===== config.mk =====
export PLATFORM = sky130hd
export DESIGN_NAME = pmctl_sleep_reg
export DESIGN_NICKNAME = d
export VERILOG_FILES = /design/src/rtl/pmctl_pkg.sv /design/src/rtl/pmctl_ctl_store.sv /design/src/rtl/pmctl_sleep_decode.sv /design/src/rtl/pmctl_req_pulse.sv /design/src/rtl/pmctl_sleep_reg.sv
export SDC_FILE = /design/constraint.sdc
export NUM_CORES = 1
export LEC_CHECK = 0
export ABC_AREA = 1
export CAP_MARGIN = 30
export CORE_UTILIZATION = 42
export DETAILED_ROUTE_END_ITERATION = 8
export PLACE_DENSITY = 0.83
export RECOVER_POWER = 100
export SYNTH_ARGS = -nofsm -noshare
export SYNTH_HDL_FRONTEND = slang
export SYNTH_HIERARCHICAL = 1
export SYNTH_SLANG_ARGS = --single-unit
export TNS_END_PERCENT = 1

===== constraint.sdc =====
create_clock -name clk -period 2.1 [get_ports clk]
set_clock_uncertainty 0.15 [all_clocks]
set_input_delay 0.315 -clock clk [delete_from_list [all_inputs] [get_ports clk]]
set_output_delay 0.315 -clock clk [all_outputs]
set_load 0.005 [all_outputs]

===== src/rtl/pmctl_pkg.sv =====
package pmctl_pkg;

   typedef enum logic [1:0] {
      CMD_NONE = 2'd0,
      CMD_OFF  = 2'd1,
      CMD_SUSP = 2'd2,
      CMD_HIB  = 2'd3
   } sleep_cmd_e;

   localparam int NUM_REQ  = 3;
   localparam int REQ_OFF  = 0;
   localparam int REQ_SUSP = 1;
   localparam int REQ_HIB  = 2;

   function automatic sleep_cmd_e slot_cmd(input int idx);
      case (idx)
         REQ_OFF:  return CMD_OFF;
         REQ_SUSP: return CMD_SUSP;
         default:  return CMD_HIB;
      endcase
   endfunction

endpackage


===== src/rtl/pmctl_ctl_store.sv =====
module pmctl_ctl_store #(
   parameter int DATA_W  = 16,
   parameter int SLP_BIT = 13,
   parameter int IEN_BIT = 0
) (
   input  logic              clk,
   input  logic              rst_n,
   input  logic              wr_en,
   input  logic [DATA_W-1:0] wr_data,
   input  logic              ien_set,
   input  logic              ien_clr,
   output logic [DATA_W-1:0] word_q
);

   localparam logic [DATA_W-1:0] SLP_MASK = DATA_W'(1) << SLP_BIT;
   localparam logic [DATA_W-1:0] IEN_MASK = DATA_W'(1) << IEN_BIT;

   logic [DATA_W-1:0] word_d;

   always_comb begin
      word_d = word_q;
      if (wr_en) begin
         word_d = wr_data & ~SLP_MASK;
      end
      if (ien_set) begin
         word_d = word_d | IEN_MASK;
      end else if (ien_clr) begin
         word_d = word_d & ~IEN_MASK;
      end
   end

   always_ff @(posedge clk or negedge rst_n) begin
      if (!rst_n) begin
         word_q <= '0;
      end else begin
         word_q <= word_d;
      end
   end

endmodule


===== src/rtl/pmctl_sleep_decode.sv =====
module pmctl_sleep_decode
   import pmctl_pkg::*;
#(
   parameter int TYPE_W = 3
) (
   input  logic              strobe,
   input  logic [TYPE_W-1:0] slp_type,
   input  logic [TYPE_W-1:0] hib_code,
   output sleep_cmd_e        cmd
);

   localparam logic [TYPE_W-1:0] TYPE_OFF  = TYPE_W'(0);
   localparam logic [TYPE_W-1:0] TYPE_SUSP = TYPE_W'(1);

   always_comb begin
      cmd = CMD_NONE;
      if (strobe) begin
         if (slp_type == TYPE_OFF) begin
            cmd = CMD_OFF;
         end else if (slp_type == TYPE_SUSP) begin
            cmd = CMD_SUSP;
         end else if (slp_type == hib_code) begin
            cmd = CMD_HIB;
         end
      end
   end

endmodule


===== src/rtl/pmctl_req_pulse.sv =====
module pmctl_req_pulse
   import pmctl_pkg::*;
(
   input  logic               clk,
   input  logic               rst_n,
   input  sleep_cmd_e         cmd,
   output logic [NUM_REQ-1:0] req_q,
   output logic               tail_off_q
);

   for (genvar i = 0; i < NUM_REQ; i++) begin : g_slot
      always_ff @(posedge clk or negedge rst_n) begin
         if (!rst_n) begin
            req_q[i] <= 1'b0;
         end else begin
            req_q[i] <= (cmd == slot_cmd(i));
         end
      end
   end

   always_ff @(posedge clk or negedge rst_n) begin
      if (!rst_n) begin
         tail_off_q <= 1'b0;
      end else begin
         tail_off_q <= req_q[REQ_HIB];
      end
   end

endmodule


===== src/rtl/pmctl_sleep_reg.sv =====
module pmctl_sleep_reg
   import pmctl_pkg::*;
#(
   parameter int DATA_W   = 16,
   parameter int SLP_BIT  = 13,
   parameter int TYPE_LSB = 10,
   parameter int TYPE_W   = 3,
   parameter int IEN_BIT  = 0
) (
   input  logic              clk,
   input  logic              rst_n,
   input  logic              wr_en,
   input  logic [DATA_W-1:0] wr_data,
   input  logic [TYPE_W-1:0] hib_code,
   input  logic              ien_set,
   input  logic              ien_clr,
   output logic [DATA_W-1:0] rd_data,
   output logic              req_poweroff,
   output logic              req_suspend,
   output logic              req_hibernate
);

   localparam int TYPE_MSB = TYPE_LSB + TYPE_W - 1;

   if (TYPE_W < 2) begin : g_bad_type_w
      $error("TYPE_W must hold at least the codes 0..2");
   end
   if (TYPE_MSB >= DATA_W || SLP_BIT >= DATA_W || IEN_BIT >= DATA_W) begin : g_bad_range
      $error("field positions exceed DATA_W");
   end
   if (SLP_BIT >= TYPE_LSB && SLP_BIT <= TYPE_MSB) begin : g_bad_slp
      $error("strobe bit overlaps the type field");
   end
   if (IEN_BIT == SLP_BIT || (IEN_BIT >= TYPE_LSB && IEN_BIT <= TYPE_MSB)) begin : g_bad_ien
      $error("enable bit overlaps another field");
   end

   sleep_cmd_e         cmd;
   logic [NUM_REQ-1:0] req_q;
   logic               tail_off_q;

   pmctl_ctl_store #(
      .DATA_W  (DATA_W),
      .SLP_BIT (SLP_BIT),
      .IEN_BIT (IEN_BIT)
   ) u_store (
      .clk     (clk),
      .rst_n   (rst_n),
      .wr_en   (wr_en),
      .wr_data (wr_data),
      .ien_set (ien_set),
      .ien_clr (ien_clr),
      .word_q  (rd_data)
   );

   pmctl_sleep_decode #(
      .TYPE_W (TYPE_W)
   ) u_decode (
      .strobe   (wr_en & wr_data[SLP_BIT]),
      .slp_type (wr_data[TYPE_MSB:TYPE_LSB]),
      .hib_code (hib_code),
      .cmd      (cmd)
   );

   pmctl_req_pulse u_pulse (
      .clk        (clk),
      .rst_n      (rst_n),
      .cmd        (cmd),
      .req_q      (req_q),
      .tail_off_q (tail_off_q)
   );

   assign req_poweroff  = req_q[REQ_OFF] | tail_off_q;
   assign req_suspend   = req_q[REQ_SUSP];
   assign req_hibernate = req_q[REQ_HIB];

endmodule


==> impl_metrics.ini <==
[detailed_routing]
detailroute.via_count = 759
wl_met2_um = 963
met1_length_um = 730
vias_per_cell = 4.36
drc_errors = 0
drtIter0Drc = 2
totalWireLength_um = 1860
wl_met3_um = 149
dr.pass1.iters = 4
antenna_left = 0
wl_per_cell_um = 10.7
highest_layer = met4

[yosys]
yosysSeqAreaShare_pct = 55.3
ys_ff_latch = 19
avgSynthCellArea_um2 = 8.27
synth_top_cell_by_area = dfrtp_1
synth_flop_cell = dfrtp_1
async_flop_share_pct = 100
synth_cell_types = 14
synth_edf_count = 0
yosys_warnings = 6
netlist.area_leader.share_pct = 55.3
syn-instance-count = 104
synth-compound-area-share_pct = 2.33
synth_xor_xnor_area_share_pct = 1.02
synth_fa_ha_area_share_pct = 0
yosysMostFrequentCell = nand2_1
synth_simple_gate_area_share_pct = 27.5
synth_nets = 128
synth_common_cells = 49 x nand2_1, 19 x dfrtp_1, 15 x inv_1
synth_top_family_by_area = simple AND/OR/NAND/NOR gates
synthMuxAreaShare_pct = 0
synth_area_leaders = dfrtp_1 55%, nand2_1 21%, inv_1 6.6%
netlist_area_um2 = 860

[outcome]
status = finished clean

[clocking]
cts_hold_buf = 0
cts_buffers = 3
cts_max_level = 1
cts-root-buf = clkbuf_4
clk_path_buf_depth = 2
cts-resized-gates = 0
cts_tree = done
clock-sinks = 19
clk_latency_ps = 290
post-cts-setup-buffers = 0
clk_pin_slew_ps = 110

[sta]
final-hold-violation-count = 0
worst_pin_slew_ps = 984
final.period_utilization_pct = 84.8
tns_ps = 0
period_needed_ps = 1780
rsz0062_at_grt = false
max_freq_ghz = 0.562
max_slew_margin_pct = 34.4
setup_slack_ps = 320
drv_slew = 0
setup_violations = 0

[cells_and_area]
syn_to_final_growth_pct = 49.1
final_core_util_pct = 66.0
fill_cells = 186
diodes = 0
nets = 172
drive_above_1_share_pct = 4.76
fin_cells = 174

[power]
ir_drop_uv = 354
p_total_w = 0.000740
power_density_nw_per_um2 = 578
leakage_nw = 0.688

[placed_design]
port_buffers = 41
dpl_worst_slack_ps = 380
placed_cells = 170
place_congestion = 0.672
dp_hpwl_um = 1470

[setup_path]
cp_max_fo = 1
crit-reg2reg-launch = u_store/word_q[0]
crit_required_ps = 1630
worstSetupPathType = reg2out
ff2ff_path_depth = 4
critPathCaptureType = output pin
start_kind = flop
r2r-end = u_store/word_q[0]
r2r_slack_ps = 1260
arrival_ps = 1310

[global_route]
grt_max_degree = 20
antenna_found_initial = 0
grt_pass1_wl_um = 2710
grt_usage_pct = 17.7
grt_pass1_vias = 665
grt-ovfl-total = 0

[min_path]
whs_path_depth = 0
worstHoldEndpoint = u_pulse/tail_off_q
hp-start = u_pulse/req_q[2]
holdCritPathClass = reg2reg

[die]
die-area_um2 = 2230
die-width_um = 47.2
row_count = 16
core_area_um2 = 1940
die_height_um = 47.2
initial_core_util_pct = 44.3
pin_count = 43

[flow_run]
drv_cap = 0
[layout by cell type, fill, tap and decap left out]
master            n
o21ai_0           2
clkdlybuf4s50_1  20
nor2_1            3
conb_1            1
clkbuf_4          3
dlygate4sd3_1    21
clkbuf_1          2
nand2_2           2
dfrtp_1          19
xnor2_1           1
nand3_1           2
inv_6             1
inv_1            15
nand2_1          52
clkinv_2          1
a21oi_1           2
[logic make-up after synthesis]
kind of cell           Yosys count
AND/OR/NAND/NOR                 59
buffers and inverters           20
flip-flops                      19
AO/OA/AOI/OAI                    4
XOR/XNOR                         1
other                            1
[stage by stage]
stage	hold WS (ps)	cell area, um2
after floorplan	-131	860
after global placement	206	1270
after CTS	202	1300
final	237	1280
after global routing	248	1280
after detailed placement	218	1270
[how the worst max path moves through the flow]
stage | from | end | slack (ps)
after floorplan | hib_code[1] | u_pulse/req_q[0] | 1030
after global placement | wr_data[12] | u_pulse/req_q[1] | 490
after detailed placement | wr_data[12] | u_pulse/req_q[0] | 380
after CTS | u_pulse/req_q[0] | req_poweroff | 420
after global routing | wr_en | u_store/word_q[15] | 230
final | u_pulse/req_q[0] | req_poweroff | 320
[power by group]
part           leakage (nW)  internal (W)  switching [W]
Sequential            0.237      0.000392      0.0000130
Combinational         0.434     0.0000898      0.0000636
Clock                0.0177     0.0000708       0.000111
Total                 0.688      0.000553       0.000187
[critical path, cell delays in order, from the launching register on]
cell           delay, ps
dfrtp_1              380
inv_1                 50
nand2_1               40
dlygate4sd3_1        560
[registers in the layout, indices dropped and copies added, names as in the netlist]
signal,count
u_store/word_q,15
u_pulse/req_q,3
u_pulse/tail_off_q,1
[cell type report]
type | instances | area (um2) | area share, %
repair buffers | 43 | 418 | 32.6
clock buffers | 3 | 22.5 | 1.76
multi-input cells | 65 | 262 | 20.4
clock inverters | 1 | 5.00 | 0.391
well taps | 27 | 33.8 | 2.64
flip-flops and latches | 19 | 475 | 37.1
inverters | 16 | 65.1 | 5.08
[routing by layer]
layer	up-vias	track usage [%]
met5	-	0
met4	0	8.57
met3	2	3.46
met2	32	32.9
met1	339	18.9
li1	386	-
Power figures use the tool's default switching activity.
